==> src/rtl/ppadd_pkg.sv <==
package ppadd_pkg;

    typedef struct packed {
        logic g;
        logic p;
    } gp_t;

    // Merge a higher-order group (hi) with the adjacent lower-order group (lo).
    function automatic gp_t gp_merge(input gp_t hi, input gp_t lo);
        gp_t r;
        r.g = hi.g | (hi.p & lo.g);
        r.p = hi.p & lo.p;
        return r;
    endfunction

    function automatic int unsigned level_count(input int unsigned w);
        return (w <= 1) ? 1 : $clog2(w);
    endfunction

endpackage

==> src/rtl/ppadd_bitgen.sv <==
module ppadd_bitgen
    import ppadd_pkg::*;
#(
    parameter int unsigned WIDTH = 64
) (
    input  logic [WIDTH-1:0] a,
    input  logic [WIDTH-1:0] b,
    input  logic             cin,
    output gp_t  [WIDTH-1:0] pairs,
    output logic [WIDTH-1:0] half_sum
);
    genvar i;
    generate
        for (i = 0; i < WIDTH; i++) begin : g_bit
            assign half_sum[i] = a[i] ^ b[i];
            if (i == 0) begin : g_fold
                // Carry-in acts as a generate term just below bit 0.
                assign pairs[i].g = (a[i] & b[i]) | (half_sum[i] & cin);
            end else begin : g_plain
                assign pairs[i].g = a[i] & b[i];
            end
            assign pairs[i].p = half_sum[i];
        end
    endgenerate
endmodule

==> src/rtl/ppadd_level.sv <==
module ppadd_level
    import ppadd_pkg::*;
#(
    parameter int unsigned WIDTH = 64,
    parameter int unsigned SPAN  = 1
) (
    input  gp_t [WIDTH-1:0] din,
    output gp_t [WIDTH-1:0] dout
);
    genvar i;
    generate
        for (i = 0; i < WIDTH; i++) begin : g_pos
            if (i >= SPAN) begin : g_cell
                assign dout[i] = gp_merge(din[i], din[i-SPAN]);
            end else begin : g_pass
                assign dout[i] = din[i];
            end
        end
    endgenerate
endmodule

==> src/rtl/ppadd_sum.sv <==
module ppadd_sum
    import ppadd_pkg::*;
#(
    parameter int unsigned WIDTH = 64
) (
    input  logic [WIDTH-1:0] half_sum,
    input  gp_t  [WIDTH-1:0] groups,
    input  logic             cin,
    output logic [WIDTH-1:0] sum,
    output logic             cout
);
    logic [WIDTH-1:0] carry;

    always_comb begin
        carry[0] = cin;
        for (int i = 1; i < WIDTH; i++) begin
            carry[i] = groups[i-1].g;
        end
    end

    assign sum  = half_sum ^ carry;
    assign cout = groups[WIDTH-1].g;
endmodule

==> src/rtl/ppadd_top.sv <==
module ppadd_top
    import ppadd_pkg::*;
#(
    parameter int unsigned WIDTH   = 64,
    parameter bit          REG_OUT = 1'b1
) (
    input  logic             clk,
    input  logic             rst,
    input  logic [WIDTH-1:0] a,
    input  logic [WIDTH-1:0] b,
    input  logic             cin,
    output logic [WIDTH-1:0] sum,
    output logic             cout
);
    localparam int unsigned LEVELS = level_count(WIDTH);

    gp_t  [LEVELS:0][WIDTH-1:0] tree;
    logic [WIDTH-1:0]           half_sum;
    logic [WIDTH-1:0]           sum_c;
    logic                       cout_c;

    ppadd_bitgen #(.WIDTH(WIDTH)) u_bitgen (
        .a        (a),
        .b        (b),
        .cin      (cin),
        .pairs    (tree[0]),
        .half_sum (half_sum)
    );

    genvar k;
    generate
        for (k = 0; k < LEVELS; k++) begin : g_level
            ppadd_level #(.WIDTH(WIDTH), .SPAN(1 << k)) u_level (
                .din  (tree[k]),
                .dout (tree[k+1])
            );
        end
    endgenerate

    ppadd_sum #(.WIDTH(WIDTH)) u_sum (
        .half_sum (half_sum),
        .groups   (tree[LEVELS]),
        .cin      (cin),
        .sum      (sum_c),
        .cout     (cout_c)
    );

    // Carries recovered from the prefix result, checked against a ripple recurrence.
    logic [WIDTH-1:0] carry_seen;
    logic [WIDTH-1:0] gen_bit;
    assign carry_seen = sum_c ^ a ^ b;
    assign gen_bit    = a & b;

    AST_CIN_AT_BIT0: assert property (@(posedge clk) disable iff (rst)
        carry_seen[0] == cin);

    AST_RIPPLE_CHAIN: assert property (@(posedge clk) disable iff (rst)
        carry_seen[WIDTH-1:1] ==
        (gen_bit[WIDTH-2:0] | (half_sum[WIDTH-2:0] & carry_seen[WIDTH-2:0])));

    AST_COUT_CHAIN: assert property (@(posedge clk) disable iff (rst)
        cout_c == (gen_bit[WIDTH-1] | (half_sum[WIDTH-1] & carry_seen[WIDTH-1])));

    generate
        if (REG_OUT) begin : g_reg
            logic past_ok;

            always_ff @(posedge clk) begin
                if (rst) begin
                    sum     <= '0;
                    cout    <= 1'b0;
                    past_ok <= 1'b0;
                end else begin
                    sum     <= sum_c;
                    cout    <= cout_c;
                    past_ok <= 1'b1;
                end
            end

            AST_RESET_CLEARS: assert property (@(posedge clk)
                rst |=> (sum == '0 && cout == 1'b0));

            AST_REG_ARITH: assert property (@(posedge clk) disable iff (rst)
                past_ok |-> ({cout, sum} ==
                    $past({1'b0, a} + {1'b0, b} + {{WIDTH{1'b0}}, cin})));
        end else begin : g_comb
            assign sum  = sum_c;
            assign cout = cout_c;
        end
    endgenerate
endmodule

==> config.mk <==
export PLATFORM = sky130hd
export DESIGN_NAME = ppadd_top
export DESIGN_NICKNAME = d
export VERILOG_FILES = /design/src/rtl/ppadd_pkg.sv /design/src/rtl/ppadd_bitgen.sv /design/src/rtl/ppadd_level.sv /design/src/rtl/ppadd_sum.sv /design/src/rtl/ppadd_top.sv
export SDC_FILE = /design/constraint.sdc
export NUM_CORES = 1
export LEC_CHECK = 0
export BUFFER_PORTS_ARGS = -buffer_cell sky130_fd_sc_hd__buf_2
export CELL_PAD_IN_SITES_DETAIL_PLACEMENT = 1
export CELL_PAD_IN_SITES_GLOBAL_PLACEMENT = 2
export CORE_ASPECT_RATIO = 2
export CORE_MARGIN = 2
export CORE_UTILIZATION = 30
export DETAILED_ROUTE_END_ITERATION = 6
export GPL_ROUTABILITY_DRIVEN = 0
export PLACE_DENSITY = 0.86
export SKIP_CTS_REPAIR_TIMING = 1
export SYNTH_ARGS = -nofsm -noshare
export SYNTH_HDL_FRONTEND = slang
export SYNTH_SLANG_ARGS = --single-unit
==> constraint.sdc <==
create_clock -name clk -period 7.7 [get_ports clk]
set_input_delay 1.54 -clock clk [delete_from_list [all_inputs] [get_ports clk]]
set_output_delay 1.54 -clock clk [all_outputs]
set_load 0.1 [all_outputs]
==> flow_metrics.py, run 1 <==
metrics = {
    "grt": {
        "antenna_found_initial": 0,
        "grt_overflow": 0,
        "grt_usage_pct": 21.43,
        "grt_pass1_vias": 6428,
        "grt_pass1_wl_um": 32860,
        "grt_start_max_net_pins": 81,
    },
    "timing": {
        "period_needed_ps": 4500,
        "rsz0062_at_grt": "no",
        "max_freq_mhz": 222.2,
        "slew_violations": 0,
        "fin_ws_ps": 3200,
        "maxSlewHeadroom_pct": 39.64,
        "setup_viol": 0,
        "hold_violations": 0,
        "post-route-period-util_pct": 58.44,
        "worstMarginPinSlew_ps": 905.5,
        "tns_ps": 0,
    },
    "worst_setup_path": {
        "end_kind": "register",
        "arrival_ps": 4730,
        "cp-startpoint": "a[0]",
        "cp-endpoint": "sum[50]",
        "cp.buffers_inverters": 1,
        "crit_cells": 12,
        "cp_max_fo": 4,
        "worstPathRequired_ps": 7930,
        "cp_cell_sequence": "buf_2 -> fa_1 -> fa_1 -> a21o_1 -> nand4_1 -> a21oi_1 -> o211ai_1 -> o211ai_1 -> a221oi_4 -> o21ai_1 -> a31oi_1 -> mux2_2",
        "cp_slowest_stage_delay_ps": 470,
        "slowest_stage": "fa_1",
        "critPathTopFamily": "compound AO/OA/AOI/OAI gates",
        "start_kind": "input pin",
        "crit_type": "in2reg",
    },
    "detailed_routing": {
        "post_drt_wl_per_cell_um": 18.96,
        "drc": 0,
        "first_pass_iters": 4,
        "drt-initial-drc-count": 124,
        "routed_via_density": 5.399,
        "dr_wl_met2_um": 12150,
        "wl_met1_um": 7311,
        "detail-route-antenna-nets": 0,
        "routed.top_layer": "met4",
        "wirelength_um": 21120,
        "route.met3.wl_um": 666,
        "vias": 6014,
    },
    "floorplanning": {
        "row_count": 70,
        "die-height_um": 197.7,
        "dieArea_um2": 19940,
        "fp.dieW_um": 100.9,
        "start_util_pct": 30.75,
        "core_um2": 18310,
        "io_pins": 196,
    },
    "clock_network": {
        "cts_buffers": 9,
        "cts_tree": "yes",
        "clock_path_buffers": 2,
        "root_buffer": "clkbuf_16",
        "htreeDepth": 3,
        "clkTransAtPathRegs_ps": 60,
        "clock_sinks": 65,
    },
    "logic_synthesis": {
        "synth_top_area_cell": "dfxtp_1",
        "async_flop_share_pct": 0,
        "yosysTopAreaCellShare_pct": 23.12,
        "yosysUniqueCellTypes": 64,
        "syn_area_um2": 5628,
        "synth_warnings": 0,
        "ys_seq_area_share_pct": 23.12,
        "syn-num-nets": 912,
        "synth-main-ff-cell": "dfxtp_1",
        "synth.avg_cell_area_um2": 7.860,
        "ys_ff_latch": 65,
        "synthTopCellsByArea": "dfxtp_1 (23%), ha_1 (14%), a21oi_1 (6.9%)",
        "syn_inst": 716,
        "synth-edff-count": 0,
    },
    "place": {
        "dp_hpwl_um": 17730,
        "pre_cts_ws_ps": 2850,
        "portBuffers": 195,
    },
    "final_layout": {
        "num_antenna_cells": 0,
        "multiInputGateArea_um2": 4141,
        "fin_nets": 1089,
        "nFillCells": 2286,
        "regArea_um2": 1301,
        "syn_to_final_growth_pct": 25.34,
        "drive_gt1_share_pct": 26.50,
    },
    "pwr": {
        "clockPowerShare_pct": 25.4,
        "switchingPower_mw": 0.7981,
        "p_seq_share_pct": 24.1,
        "combPwrFrac_pct": 50.6,
        "ir_drop_uv": 121.2,
        "p_leak_nw": 3.427,
        "powerDensity_nw_per_um2": 234.0,
        "p_int_mw": 0.8528,
        "power.share.switching_pct": 48.34,
    },
    "flow_run": {
        "cap_violations": 0,
    },
    "status": {
        "status": "finished, final reports clean",
    },
    "worst_hold_path": {
        "hold_class": "in2reg",
    },
}
==> cell type report <==
class | count | area share [%]
multi-input combinational | 604 | 58.71
tap | 216 | 3.831
inverter | 16 | 0.8514
sequential | 65 | 18.45
clock inverter | 3 | 0.5676
timing repair buffer | 197 | 14.05
clock buffer | 13 | 3.547
==> tightest hold or removal path: stages <==
cell and delay (ps):
buf_2 80, fa_1 140, nor2b_1 110
==> logic make-up (layout without fill, tap and decap cells) <==
group,Yosys count,count (layout),share of synthesized area [%]
buf+inv,47,229,3.290
xor+xnor,42,42,6.536
simple gates,246,246,20.72
fa+ha+maj,65,65,14.72
flops,65,65,23.12
mux,14,14,2.801
compound gates,237,237,28.81
==> worst min path at each step <==
stage | from | to | slack (ps) | cells after the start
after global placement | cin | sum[0] | 1910 | 3
after global routing | cin | sum[0] | 1590 | 3
after detailed placement | cin | sum[0] | 1930 | 3
after CTS | cin | sum[0] | 1560 | 3
final | cin | sum[0] | 1570 | 3
after floorplan | cin | sum[0] | 1800 | 2
==> cells in the final DEF (no fill, tap or decap), drive strengths merged, types with 3 or more instances in the layout <==
master / instances
xor2: 16
o21bai: 16
and3: 5
dfxtp: 65
nand4: 23
a31oi: 8
a211oi: 6
a21oi: 80
nor2: 95
a21boi: 4
o21a: 16
o21ai: 37
a221oi: 4
clkbuf: 13
nand2b: 11
inv: 16
mux2: 14
buf: 197
ha: 63
a21o: 40
nor4: 7
xnor2: 26
nand3: 13
o31ai: 6
nor3: 15
o211ai: 4
nor2b: 18
nand2: 51
a221o: 3
==> power groups by stage <==
stage / Combinational [mW] / Sequential [mW] / Clock [mW]
6_report: 0.835 / 0.398 / 0.419
5_1_grt: 0.885 / 0.402 / 0.440
4_1_cts: 0.839 / 0.398 / 0.431
3_5_place_dp: 0.834 / 0.405 / 0
3_3_place_gp: 0.830 / 0.406 / 0
2_1_floorplan: 0.306 / 0.744 / 0
==> state kept, by name, summed over array words and instances (netlist names) <==
name,cells
cout,1
sum,64
==> through the flow <==
step                      hold WS, ps  utilization (%)  instance area, um^2  instances  total power [mW]
after floorplan                  1804                -                 5628        716             1.050
after global placement           1908            36.95                 6764       1098             1.236
after detailed placement         1926            36.95                 6764       1098             1.239
after CTS                        1564            38.54                 7054       1114             1.668
after global routing             1587            38.54                 7054       1114             1.728
final                            1566            38.54                 7054       1114             1.651
==> cell usage after synthesis, drive strengths merged, types with 8 or more instances <==
library cell / instances
clkbuf: 24
nor3: 15
nor2: 95
a21o: 40
nor2b: 18
ha: 63
nand3: 13
dfxtp: 65
a31oi: 8
a21oi: 80
nand4: 23
xnor2: 26
nand2: 51
inv: 16
o21bai: 16
xor2: 16
nand2b: 11
mux2: 14
o21a: 16
o21ai: 37
==> routing by layer <==
| layer | vias up | track usage, % |
|---|---|---|
| li1 | 2955 | - |
| met1 | 2841 | 20.47 |
| met2 | 167 | 42.86 |
| met3 | 51 | 2.259 |
| met4 | 0 | 11.31 |
| met5 | - | 0 |
Note: power is estimated with default switching activity, not from simulation.
==> run 2, diff against run 1 <==
--- a/config.mk
+++ b/config.mk
@@ -10,10 +10,10 @@
 export CELL_PAD_IN_SITES_GLOBAL_PLACEMENT = 2
 export CORE_ASPECT_RATIO = 2
 export CORE_MARGIN = 2
-export CORE_UTILIZATION = 30
+export CORE_UTILIZATION = 28
 export DETAILED_ROUTE_END_ITERATION = 6
 export GPL_ROUTABILITY_DRIVEN = 0
-export PLACE_DENSITY = 0.86
+export PLACE_DENSITY = 0.81
 export SKIP_CTS_REPAIR_TIMING = 1
 export SYNTH_ARGS = -nofsm -noshare
 export SYNTH_HDL_FRONTEND = slang
==> constraint.sdc (replaced) <==
create_clock -name clk -period 4.35 [get_ports clk]
set_input_delay 0.87 -clock clk [delete_from_list [all_inputs] [get_ports clk]]
set_output_delay 0.87 -clock clk [all_outputs]
set_load 0.1 [all_outputs]
==> run 2 against run 1 <==
Effect of this change:
- sequential share of layout area shrank 0.19 points
- critical path depth unchanged
- cell count rose by 4.3%
- sequential power increased by 77%
- first-iteration DRC count grew 59%
- combinational power is 77% higher
- largest cell class unchanged
- highest routed layer unchanged
==> flow_metrics.py, run 2 (same netlist as run 1, synthesis figures left out) <==
metrics = {
    "status": {
        "status": "finished, final reports clean",
    },
    "grt": {
        "grtUsageMet1_pct": 19.89,
        "grt_pass1_vias": 6503,
        "grt_start_max_net_pins": 44,
        "grt_pass1_wl_um": 34620,
        "met2_usage_pct": 43.02,
        "grt_util_met3_pct": 2.323,
        "grt_most_used_layer": "met2",
        "antenna_found_initial": 0,
        "grt_usage_pct": 20.91,
        "grt_overflow": 0,
    },
    "worst_setup_path": {
        "slowest_stage": "fa_1",
        "cp_max_fo": 4,
        "worstPathRequired_ps": 4580,
        "cp.buffers_inverters": 1,
        "crit_type": "in2reg",
        "critPathTopFamily": "compound AO/OA/AOI/OAI gates",
        "arrival_ps": 3940,
        "start_kind": "input pin",
        "cp_cell_sequence": "buf_2 -> fa_1 -> fa_1 -> a21o_1 -> nand4_1 -> a21oi_1 -> o211ai_1 -> o211ai_1 -> a221oi_4 -> o21ai_1 -> a31oi_1 -> mux2_2",
        "end_kind": "register",
        "cp_slowest_stage_delay_ps": 480,
    },
    "timing": {
        "hold_violations": 0,
        "period_needed_ps": 3708,
        "maxSlewHeadroom_pct": 45.00,
        "slew_violations": 0,
        "setup_viol": 0,
        "rsz0062_at_grt": "no",
        "worstMarginPinSlew_ps": 825.0,
        "post-route-period-util_pct": 85.23,
        "tns_ps": 0,
        "max_freq_mhz": 269.7,
    },
    "place": {
        "portBuffers": 195,
        "dp_hpwl_um": 18700,
        "dp_cells": 1146,
    },
    "detailed_routing": {
        "routed_via_density": 5.217,
        "post_drt_wl_per_cell_um": 19.09,
        "first_pass_iters": 4,
        "vias": 6062,
        "drt-initial-drc-count": 197,
        "detail-route-antenna-nets": 0,
        "wirelength_um": 22180,
        "drc": 0,
    },
    "pwr": {
        "p_seq_share_pct": 24.0,
        "powerDensity_nw_per_um2": 411.1,
        "p_leak_nw": 3.437,
        "power.share.switching_pct": 48.40,
        "combPwrFrac_pct": 50.6,
        "p_int_mw": 1.512,
        "clockPowerShare_pct": 25.3,
        "ir_drop_uv": 201.8,
        "switchingPower_mw": 1.418,
    },
    "clock_network": {
        "root_buffer": "clkbuf_16",
        "clkTransAtPathRegs_ps": 60,
        "clock_path_buffers": 2,
        "cts_buffers": 9,
        "clock_sinks": 65,
        "htreeDepth": 3,
        "cts_tree": "yes",
    },
    "final_layout": {
        "nFillCells": 2509,
        "fin_nets": 1091,
        "drive_gt1_share_pct": 26.67,
        "largest-register": "sum",
        "reg_top3": "sum (64), cout (1)",
        "syn_to_final_growth_pct": 26.63,
        "largest_reg_flops": 64,
        "fin_cells": 1162,
        "regArea_um2": 1301,
        "multiInputGateArea_um2": 4141,
        "layout_commonest_cell": "buf_2",
        "final_cell_mix": "buf_2 (195), nor2_1 (93), a21oi_1 (78)",
        "num_antenna_cells": 0,
    },
    "floorplanning": {
        "core_um2": 19820,
        "row_count": 73,
        "dieArea_um2": 21320,
        "die-height_um": 204.5,
        "io_pins": 196,
        "fp.dieW_um": 104.3,
        "start_util_pct": 28.39,
    },
    "worst_hold_path": {
        "hold_class": "in2reg",
    },
    "flow_run": {
        "cap_violations": 0,
    },
}
## run 2: area by class of cell
type	instances	share of cell area, %
multi-input cells	604	58.11
repair buffers	199	14.12
clock inverters	3	0.5618
clock buffers	13	3.511
inverters	16	0.8427
flip-flops and latches	65	18.26
well taps	262	4.600
## run 2: per-layer routing
metal | vias to the layer above | routed length, um
met5 | - | 0
met4 | 0 | 883
met3 | 43 | 801
met2 | 186 | 12810
met1 | 2874 | 7689
li1 | 2959 | -
## run 2: through the flow
step	cell area, um^2	hold slack (ps)	setup WS (ps)	power [mW]	util (%)
2_1_floorplan	5628	1134	724.7	1.858	-
5_1_grt	7127	959.5	452.0	3.075	35.96
4_1_cts	7127	892.8	640.5	2.960	35.96
3_5_place_dp	6837	1257	289.2	2.201	34.49
6_report	7127	899.9	642.4	2.930	35.96
3_3_place_gp	6837	1247	339.0	2.198	34.49
## run 2: worst paths after layout
kind | startpoint | to | slack, ps | cells past startpoint
setup / recovery | a[0] | sum[50] | 640 | 12
hold / removal | cin | sum[0] | 900 | 3
## run 2: power by group through the flow
| stage | clock network [mW] | logic, mW | registers [mW] |
|---|---|---|---|
| floorplan | 0 | 0.541 | 1.32 |
| global placement | 0 | 1.48 | 0.719 |
| detailed placement | 0 | 1.48 | 0.717 |
| CTS | 0.763 | 1.49 | 0.705 |
| global route | 0.790 | 1.57 | 0.711 |
| finish | 0.742 | 1.48 | 0.704 |
## run 2: worst min-delay path, stage by stage
cell     delay, ps
buf_2           80
fa_1           140
nor2b_1        110
